<file path="src/rtl/extirq_pkg.sv">
`timescale 1ns/1ps
package extirq_pkg;
  localparam int GROUP_SIZE = 32;
endpackage

</file>
<file path="src/rtl/extirq_line_edge.sv">
`timescale 1ns/1ps
module extirq_line_edge #(
  parameter int N_LINES = 64,
  parameter int CPU_W   = 2
) (
  input  logic                       clk_i,
  input  logic                       rst_ni,
  input  logic [N_LINES-1:0]         irq_i,
  input  logic [N_LINES-1:0]         en_i,
  input  logic [N_LINES*CPU_W-1:0]   core_i,
  output logic [N_LINES-1:0]         evt_o
);
  logic [N_LINES-1:0]       irq_q, en_q;
  logic [N_LINES*CPU_W-1:0] core_q;

  always_ff @(posedge clk_i or negedge rst_ni) begin
    if (!rst_ni) begin
      irq_q  <= '0;
      en_q   <= '0;
      core_q <= '0;
    end else begin
      irq_q  <= irq_i;
      en_q   <= en_i;
      core_q <= core_i;
    end
  end

  // event: line rose, enable rose, or target moved
  for (genvar l = 0; l < N_LINES; l++) begin : g_evt
    assign evt_o[l] = (irq_i[l] & ~irq_q[l]) | (en_i[l] & ~en_q[l]) |
                      (core_i[l*CPU_W +: CPU_W] != core_q[l*CPU_W +: CPU_W]);
  end
endmodule

</file>
<file path="src/rtl/extirq_status_bank.sv">
`timescale 1ns/1ps
module extirq_status_bank #(
  parameter int N_LINES = 64,
  parameter int CPU_W   = 2,
  parameter int CPU_ID  = 0
) (
  input  logic                     clk_i,
  input  logic                     rst_ni,
  input  logic [N_LINES-1:0]       irq_i,
  input  logic [N_LINES-1:0]       en_i,
  input  logic [N_LINES*CPU_W-1:0] core_i,
  input  logic [N_LINES-1:0]       evt_i,
  input  logic [N_LINES-1:0]       clr_i,
  output logic [N_LINES-1:0]       st_d_o,
  output logic [N_LINES-1:0]       st_q_o
);
  logic [N_LINES-1:0] tgt;

  always_comb begin
    for (int l = 0; l < N_LINES; l++) begin
      tgt[l] = (core_i[l*CPU_W +: CPU_W] == CPU_W'(CPU_ID));
      if (!tgt[l] || !irq_i[l] || !en_i[l] || clr_i[l]) st_d_o[l] = 1'b0;
      else if (evt_i[l])                                 st_d_o[l] = 1'b1;
      else                                               st_d_o[l] = st_q_o[l];
    end
  end

  always_ff @(posedge clk_i or negedge rst_ni) begin
    if (!rst_ni) st_q_o <= '0;
    else         st_q_o <= st_d_o;
  end

  for (genvar l = 0; l < N_LINES; l++) begin : g_chk

    st_src_chk: assert property (@(posedge clk_i) disable iff (!rst_ni)
      st_q_o[l] |-> $past(irq_i[l] && en_i[l] && tgt[l]));

    clr_chk: assert property (@(posedge clk_i) disable iff (!rst_ni)
      $past(clr_i[l]) |-> !st_q_o[l]);
  end
endmodule

</file>
<file path="src/rtl/extirq_pin_merge.sv">
`timescale 1ns/1ps
module extirq_pin_merge
  import extirq_pkg::*;
#(
  parameter int N_LINES  = 64,
  parameter int N_CPU    = 4,
  parameter int N_PIN    = 4,
  localparam int PIN_W    = $clog2(N_PIN),
  localparam int N_GROUPS = N_LINES / GROUP_SIZE
) (
  input  logic                      clk_i,
  input  logic                      rst_ni,
  input  logic [N_GROUPS*PIN_W-1:0] pin_sel_i,
  input  logic [N_CPU*N_LINES-1:0]  st_q_i,
  input  logic [N_CPU*N_LINES-1:0]  st_d_i,
  output logic [N_CPU*N_PIN-1:0]    pin_o
);
  logic [N_GROUPS-1:0][PIN_W-1:0] cap_q, eff;
  logic [N_CPU*N_PIN-1:0]         pin_d;

  always_comb begin
    for (int g = 0; g < N_GROUPS; g++) begin
      logic busy;
      busy = 1'b0;
      for (int c = 0; c < N_CPU; c++)
        busy = busy | (|st_q_i[c*N_LINES + g*GROUP_SIZE +: GROUP_SIZE]);
      // hold the captured pin while the group has live status
      eff[g] = busy ? cap_q[g] : pin_sel_i[g*PIN_W +: PIN_W];
    end
    pin_d = '0;
    for (int c = 0; c < N_CPU; c++)
      for (int g = 0; g < N_GROUPS; g++)
        pin_d[c*N_PIN + int'(eff[g])] = pin_d[c*N_PIN + int'(eff[g])] |
            (|st_d_i[c*N_LINES + g*GROUP_SIZE +: GROUP_SIZE]);
  end

  always_ff @(posedge clk_i or negedge rst_ni) begin
    if (!rst_ni) begin
      cap_q <= '0;
      pin_o <= '0;
    end else begin
      cap_q <= eff;
      pin_o <= pin_d;
    end
  end

  for (genvar c = 0; c < N_CPU; c++) begin : g_cpu
    for (genvar p = 0; p < N_PIN; p++) begin : g_pin

      pin_src_chk: assert property (@(posedge clk_i) disable iff (!rst_ni)
        pin_o[c*N_PIN+p] |-> (|st_q_i[c*N_LINES +: N_LINES]));
    end
  end
endmodule

</file>
<file path="src/rtl/extirq_route.sv">
`timescale 1ns/1ps
module extirq_route
  import extirq_pkg::*;
#(
  parameter int N_LINES  = 64,
  parameter int N_CPU    = 4,
  parameter int N_PIN    = 4,
  localparam int CPU_W    = $clog2(N_CPU),
  localparam int PIN_W    = $clog2(N_PIN),
  localparam int N_GROUPS = N_LINES / GROUP_SIZE
) (
  input  logic                      clk_i,
  input  logic                      rst_ni,
  input  logic [N_LINES-1:0]        irq_i,
  input  logic [N_LINES-1:0]        en_i,
  input  logic [N_LINES*CPU_W-1:0]  core_sel_i,
  input  logic [N_GROUPS*PIN_W-1:0] pin_sel_i,
  input  logic [N_CPU*N_LINES-1:0]  clr_i,
  output logic [N_CPU*N_PIN-1:0]    pin_o,
  output logic [N_CPU*N_LINES-1:0]  status_o
);
  logic [N_LINES-1:0]       evt;
  logic [N_CPU*N_LINES-1:0] st_d;

  extirq_line_edge #(.N_LINES(N_LINES), .CPU_W(CPU_W)) u_edge (
    .clk_i, .rst_ni, .irq_i, .en_i, .core_i(core_sel_i), .evt_o(evt)
  );

  for (genvar c = 0; c < N_CPU; c++) begin : g_bank
    extirq_status_bank #(.N_LINES(N_LINES), .CPU_W(CPU_W), .CPU_ID(c)) u_bank (
      .clk_i, .rst_ni, .irq_i, .en_i, .core_i(core_sel_i), .evt_i(evt),
      .clr_i (clr_i[c*N_LINES +: N_LINES]),
      .st_d_o(st_d[c*N_LINES +: N_LINES]),
      .st_q_o(status_o[c*N_LINES +: N_LINES])
    );
  end

  extirq_pin_merge #(.N_LINES(N_LINES), .N_CPU(N_CPU), .N_PIN(N_PIN)) u_merge (
    .clk_i, .rst_ni, .pin_sel_i, .st_q_i(status_o), .st_d_i(st_d), .pin_o
  );

  for (genvar l = 0; l < N_LINES; l++) begin : g_own
    logic [N_CPU-1:0] owners;
    for (genvar c = 0; c < N_CPU; c++) begin : g_c
      assign owners[c] = status_o[c*N_LINES + l];
    end

    one_owner_chk: assert property (@(posedge clk_i) disable iff (!rst_ni)
      $onehot0(owners));
  end
endmodule

</file>
<file path="config.mk">
export PLATFORM = sky130hd
export DESIGN_NAME = extirq_route
export DESIGN_NICKNAME = d
export VERILOG_FILES = /design/src/rtl/extirq_pkg.sv /design/src/rtl/extirq_line_edge.sv /design/src/rtl/extirq_status_bank.sv /design/src/rtl/extirq_pin_merge.sv /design/src/rtl/extirq_route.sv
export SDC_FILE = /design/constraint.sdc
export NUM_CORES = 1
export LEC_CHECK = 0
export CAP_MARGIN = 5
export CORE_AREA = 2 2 307 309
export CTS_CLUSTER_DIAMETER = 100
export DETAILED_ROUTE_END_ITERATION = 16
export DIE_AREA = 0 0 309 311
export PLACE_DENSITY = 0.52
export SYNTH_ARGS = -nofsm -noshare
export SYNTH_HDL_FRONTEND = slang
export SYNTH_SLANG_ARGS = --single-unit
</file>
<file path="constraint.sdc">
create_clock -name clk_i -period 3 [get_ports clk_i]
set_input_delay 0.45 -clock clk_i [delete_from_list [all_inputs] [get_ports clk_i]]
set_output_delay 0.45 -clock clk_i [all_outputs]
set_load 0.02 [all_outputs]
</file>
# == Word-level counts from Yosys, hierarchy flattened ==
# Index checks and enable logic that the tools add are counted.
# totals
input_bits,518
out_inout_bits,272
wordCells,2486
register_bits,532
# op_classes
reduce_logical,1240
n_mux,559
n_eq_ne,256
order_cmp,16
addsub,6
bitwise,399
# op_table
op,count
1-bit logical OR,768
1-bit 2-to-1 mux,534
32-bit OR reduction,16
1-bit logical NOT,384
2-bit equality test (second input constant),128
32-bit by 1-bit >= comparator with 1-bit output (second input constant),6
32-bit by 6-bit < comparator with 1-bit output (second input constant),6
1-bit OR,142
1-bit bitwise AND,128
2-bit by 1-bit equality test with 1-bit output (second input constant),64
2-bit logical NOT,64
2-bit inequality test,64
1-bit inverter,128
16-bit bitwise mux,7
1-bit binary-select mux with 4-bit select,6
1-bit demux with 4-bit select,6
4-bit by 2-bit adder with 5-bit output (first input constant),4
16-bit by 4-bit bitwise AND with 16-bit output,1
2-bit by 5-bit < comparator with 1-bit output (second input constant),2
3-bit by 2-bit adder with 4-bit output (first input constant),2
1-bit logical AND,8
1-bit binary-select mux with 2-bit select,2
1-bit demux with 2-bit select,2
2-bit by 1-bit >= comparator with 1-bit output (second input constant),2
2-bit 2-to-1 mux,2

# == Longest topological paths before layout ==
# logic_depth
word_depth,44
mapped_depth,8

# == Modules after synthesis ==
# Synthesis repeated with hierarchy kept, for this count alone.
# unflattened
hier_cells,1893
area_unflattened_um2,23487.5
# modules_own_cells
module,cells_each,seq_area_each_um2,n_inst,area_per_inst_um2
extirq_line_edge,576,6406.1,1,8728.4
extirq_status_bank at g_bank[1].u_bank ...,256,1601.5,2,3042.9
extirq_status_bank at g_bank[0].u_bank,256,1601.5,1,3911.3
extirq_status_bank at g_bank[3].u_bank,256,1601.5,1,2565.0
extirq_pin_merge,293,500.5,1,2197.1

# == Worst setup path before layout ==
# Ideal clock, no wire load.
# synth_timing
path_kind,input to register
startpoint,input core_sel_i[92]
endpoint,register u_merge.pin_o[11]
path_buffers,0
setup_slack_ns,0.432
cell_stages,7
arrival_time_ns,2.447
setup_time_ns,0.121
cell_sequence,xnor2_1 -> o2111ai_2 -> o21a_1 -> or4_1 -> or4_1 -> or2_1 -> a22o_1
# synth_between
word_cells_on_any_way,66
# synth_lines
element,line,text
start: declaration,extirq_route.sv:16,"input logic [N_LINES*CPU_W-1:0] core_sel_i,"
2-bit equality test,extirq_status_bank.sv:21,tgt[l] = (core_i[l*CPU_W +: CPU_W] == CPU_W'(CPU_ID));
1-bit logical NOT,extirq_status_bank.sv:22,if (!tgt[l] || !irq_i[l] || !en_i[l] || clr_i[l]) st_d_o[l] = 1'b0;
1-bit logical OR (3 in series),extirq_status_bank.sv:22,
1-bit 2-to-1 mux (*),extirq_status_bank.sv:22,
via g_bank[2].u_bank.st_d_o[46],extirq_status_bank.sv:14,"output logic [N_LINES-1:0] st_d_o,"
32-bit OR reduction (*),extirq_pin_merge.sv:34,(|st_d_i[c*N_LINES + g*GROUP_SIZE +: GROUP_SIZE]);
1-bit OR (*),extirq_pin_merge.sv:33,pin_d[c*N_PIN + int'(eff[g])] = pin_d[c*N_PIN + int'(eff[g])] |
16-bit bitwise mux (*),extirq_pin_merge.sv:33,
1-bit binary-select mux with 4-bit select,extirq_pin_merge.sv:33,
1-bit 2-to-1 mux (not written as such) (2 in series),extirq_pin_merge.sv:33,
1-bit OR,extirq_pin_merge.sv:33,
16-bit bitwise mux (*),extirq_pin_merge.sv:33,
1-bit binary-select mux with 4-bit select,extirq_pin_merge.sv:33,
1-bit 2-to-1 mux (not written as such) (2 in series),extirq_pin_merge.sv:33,
1-bit OR,extirq_pin_merge.sv:33,
16-bit bitwise mux (*),extirq_pin_merge.sv:33,
via u_merge.pin_d[11],extirq_pin_merge.sv:19,logic [N_CPU*N_PIN-1:0] pin_d;
end signal: assignment,extirq_pin_merge.sv:43,pin_o <= pin_d;
end: declaration,extirq_pin_merge.sv:16,output logic [N_CPU*N_PIN-1:0] pin_o
# The timed path passes the listed nets; every way through them passes the cells marked *. The select of a mux whose other input is x is not followed.

# == Worst setup path in the final report ==
# layout_timing
startpoint,register g_bank[1].u_bank.st_q_o[63]
endpoint,register u_merge.pin_o[6]
# layout_between
elab_chain_cells,40
word_cells_on_any_way,65
# layout_lines
element,line,text
start: declaration,extirq_status_bank.sv:15,output logic [N_LINES-1:0] st_q_o
start signal: assignment,extirq_status_bank.sv:30,else st_q_o <= st_d_o;
32-bit OR reduction,extirq_pin_merge.sv:26,busy = busy | (|st_q_i[c*N_LINES + g*GROUP_SIZE +: GROUP_SIZE]);
1-bit OR (3 in series),extirq_pin_merge.sv:26,
2-bit 2-to-1 mux,extirq_pin_merge.sv:28,eff[g] = busy ? cap_q[g] : pin_sel_i[g*PIN_W +: PIN_W];
2-bit by 5-bit < comparator with 1-bit output (not written as such) or 2-bit by 1-bit >= comparator with 1-bit output (tied branches),extirq_pin_merge.sv:33,
1-bit logical AND (not written as such),extirq_pin_merge.sv:33,
1-bit 2-to-1 mux (not written as such),extirq_pin_merge.sv:33,
1-bit demux with 2-bit select,-,
16-bit bitwise mux,extirq_pin_merge.sv:33,
[... 21 more ...],-,
1-bit 2-to-1 mux (not written as such) (2 in series),extirq_pin_merge.sv:33,
1-bit OR,extirq_pin_merge.sv:33,
16-bit bitwise mux,extirq_pin_merge.sv:33,
1-bit binary-select mux with 4-bit select,extirq_pin_merge.sv:33,
1-bit 2-to-1 mux (not written as such) (2 in series),extirq_pin_merge.sv:33,
1-bit OR,extirq_pin_merge.sv:33,
16-bit bitwise mux (*),extirq_pin_merge.sv:33,
via u_merge.pin_d[6],extirq_pin_merge.sv:19,
# Marked as above.

==> qor.txt <==
status -> finished, final reports clean
Post-synth top flop -> dfrtp_1
Initial Util -> 0.236
vias in the first global route -> 23,300
CP Data Arrival Time -> 3.40 ns
IO buf count -> 789
Mean Syn Cell Area -> 11.9 sq um
most frequent cells in the layout -> 788 x clkdlybuf4s50_1, 532 x dfrtp_1, 488 x buf_4
Area Overhead vs Synth -> 73.2%
Top Ports -> 790
RSZ-0062 raised after global routing -> yes
clk_lat worst skew -> 0.62 ns
final hold violations -> 0
Core Area -> 92,800 sq um
top achievable clock speed -> 0.344 GHz
placed insts -> 4,362
Rel. slew slack -> 0.395
DR vias/cell -> 4.71
layout cell share with drive strength beyond 1 -> 0.206
FP Rows -> 112
DRT Pass-1 Iters -> 5
Startpoint Class -> register
CP Class -> reg -> reg
final non-filler cell total -> 4,500
post-synthesis sequential area ratio -> 0.609
ANT nets after route -> 0
H-Tree Depth -> 3
Via Count -> 21,200
drc violations -> 0
Final Slew Violations -> 0
peak supply drop -> 0.366 mV
global-route wire length before repair -> 161,000 um
Fillers -> 8,985
synth unique cells -> 56
dpl hpwl -> 96,400 um
gr ovfl total -> 0
Global Route Usage Sum -> 0.230
final setup vio count -> 0
Max clock buf depth -> 3
drt total wl -> 114,000 um
clk sinks -> 532
CTS Root Buffer Type -> clkbuf_16
commonest non-fill, non-tap cell in the layout -> clkdlybuf4s50_1
ys async rst share -> 1.00
pin count of the biggest net entering global routing -> 87
final net count -> 3,699
Worst Hold Slack -> 0.363 ns
CTS tree -> yes
Synth warnings -> 0
Pleak -> 16.3 nW
Gate Count Post-Synth -> 1,829
Pwr Density -> 537 nW/um^2
EDFF count, synth -> 0
Worst Skew -> 0.0317 ns
Mapped Nets -> 2,347
DIE AREA -> 96,100 sq um
Final period util -> 0.970
Final GP Congestion -> 0.925
antenna violations before repair -> 20
crit-path max FO -> 9
hold crit path type -> in -> reg
drt initial violations -> 1,150
Critical Path End Type -> register
Max Cap Violations -> 0
clock transition at the registers of the reported paths -> 0.06 ns
Slew @ Worst Pin -> 0.895 ns
synthesized area -> 21,900 sq um
critical path data required time -> 3.49 ns
die span in x -> 309 um
Num CTS Buffers -> 67
Die Y-Extent -> 311 um
routed len/inst -> 25.2 um
Period minus WS final -> 2.91 ns
flip-flop and latch count after synthesis -> 532
where the power goes:
group	total (mW)	switching, mW	internal (mW)
logic	3.87	1.85	2.02
clock network	8.70	3.45	5.25
registers	7.74	0.215	7.53
synth_stat cells, types with 3 or more instances:
cell	n	area, sq um
a21oi_1	10	50.1
inv_1	88	330
o21a_1	166	1250
nor3b_1	79	593
a2111o_1	3	33.8
xor2_1	5	43.8
a22o_1	6	52.6
o311a_1	8	80.1
nand4_1	52	325
or3b_2	4	35.0
mux2i_1	5	50.1
nor4b_1	28	245
nor3_1	96	480
o21ai_0	40	200
o211a_1	4	40.0
and4b_1	3	30.0
o2111a_1	7	78.8
or3_1	4	25.0
o211ai_1	23	173
o31a_1	13	114
nor2b_1	7	43.8
nor2_1	59	221
mux2_2	4	45.0
nand3b_1	35	263
nand3_1	73	365
nor4_1	137	857
nand4b_1	4	35.0
xnor2_1	102	893
or4b_2	3	30.0
and3_1	3	18.8
o2111ai_1	48	420
dfrtp_1	532	13300
nand2b_1	75	469
or2_2	4	25.0
nand2_1	38	143
a211oi_1	3	22.5
or4_1	20	150
and2_1	8	50.1
a22oi_1	4	30.0
final timing paths:
check / startpoint / to / slack, ns / cells after the start
max in group asynchronous: rst_ni / g_bank[0].u_bank.st_q_o[15] / 1.39 / 3
setup reg to reg: g_bank[1].u_bank.st_q_o[63] / u_merge.pin_o[6] / 0.09 / 9
setup / recovery: g_bank[1].u_bank.st_q_o[63] / u_merge.pin_o[6] / 0.09 / 9
min in group asynchronous: rst_ni / g_bank[3].u_bank.st_q_o[5] / 0.53 / 2
hold / removal: en_i[30] / u_edge.en_q[30] / 0.36 / 1
hold reg to reg: g_bank[1].u_bank.st_q_o[58] / g_bank[1].u_bank.st_q_o[58] / 0.55 / 1
critical path, stage by stage (launching register included):
cell	delay [ns]
dfrtp_1	0.43
nor4_4	0.44
buf_4	0.19
nand4_1	0.19
or4_4	0.66
nor3_4	0.16
a211oi_1	0.07
nand4b_1	0.19
buf_6	0.17
o211ai_1	0.29
final cells by class:
cell class	count	area, sq um	area share
Clock buffer	91	1960	0.0517
Antenna cell	11	27.5	0.000727
Multi-Input combinational cell	1207	8530	0.225
Clock inverter	32	433	0.0114
Inverter	88	330	0.00873
Tap cell	1254	1570	0.0415
Timing Repair Buffer	1285	11700	0.309
Sequential cell	532	13300	0.352
sequential cells by signal, summed over array words and instances (netlist names):
name                  flops
u_merge.pin_o            16
u_merge.cap_q             4
u_edge.core_q           128
g_bank.u_bank.st_q_o    256
u_edge.en_q              64
u_edge.irq_q             64
cell families (layout without fill, tap and decap cells):
| logic type | after synthesis | after routing | share of synthesized area |
|---|---|---|---|
| and+or+nand+nor | 738 | 738 | 0.204 |
| DFF | 532 | 532 | 0.609 |
| AOI/OAI and AO/OA | 351 | 351 | 0.123 |
| xor gates and xnor gates | 109 | 109 | 0.0444 |
| buffers and inverters | 90 | 1496 | 0.0155 |
| muxes | 9 | 9 | 0.00435 |
| other | 0 | 11 | 0 |
repair_timing:
action	CTS	global route
pin swaps	11	4
hold endpoints to repair	64	0
setup endpoints to repair	20	13
gates resized for setup	46	15
setup buffers	2	1
hold buffers	1	0
gates cloned	0	0
layer usage:
layer | wire length (um) | global-route usage | vias to the layer above
li1 | - | - | 9656
met1 | 41300 | 0.246 | 10500
met2 | 59200 | 0.426 | 822
met3 | 8710 | 0.0644 | 169
met4 | 4240 | 0.0856 | 14
met5 | 83 | 0 | -
metrics by stage:
stage	worst slack (ns)	utilization	TNS (ns)	instance area, sq um	total power [mW]
6_report	0.0895	0.408	0	37800	20.3
5_1_grt	-0.0297	0.408	-0.0628	37800	21.1
4_1_cts	0.00407	0.407	0	37700	20.5
3_5_place_dp	-0.849	0.378	-12.71	35100	11.6
3_3_place_gp	-0.892	0.378	-12.46	35100	11.6
2_1_floorplan	0.432	-	0	21900	9.00
Power figures use the tool's default switching activity.
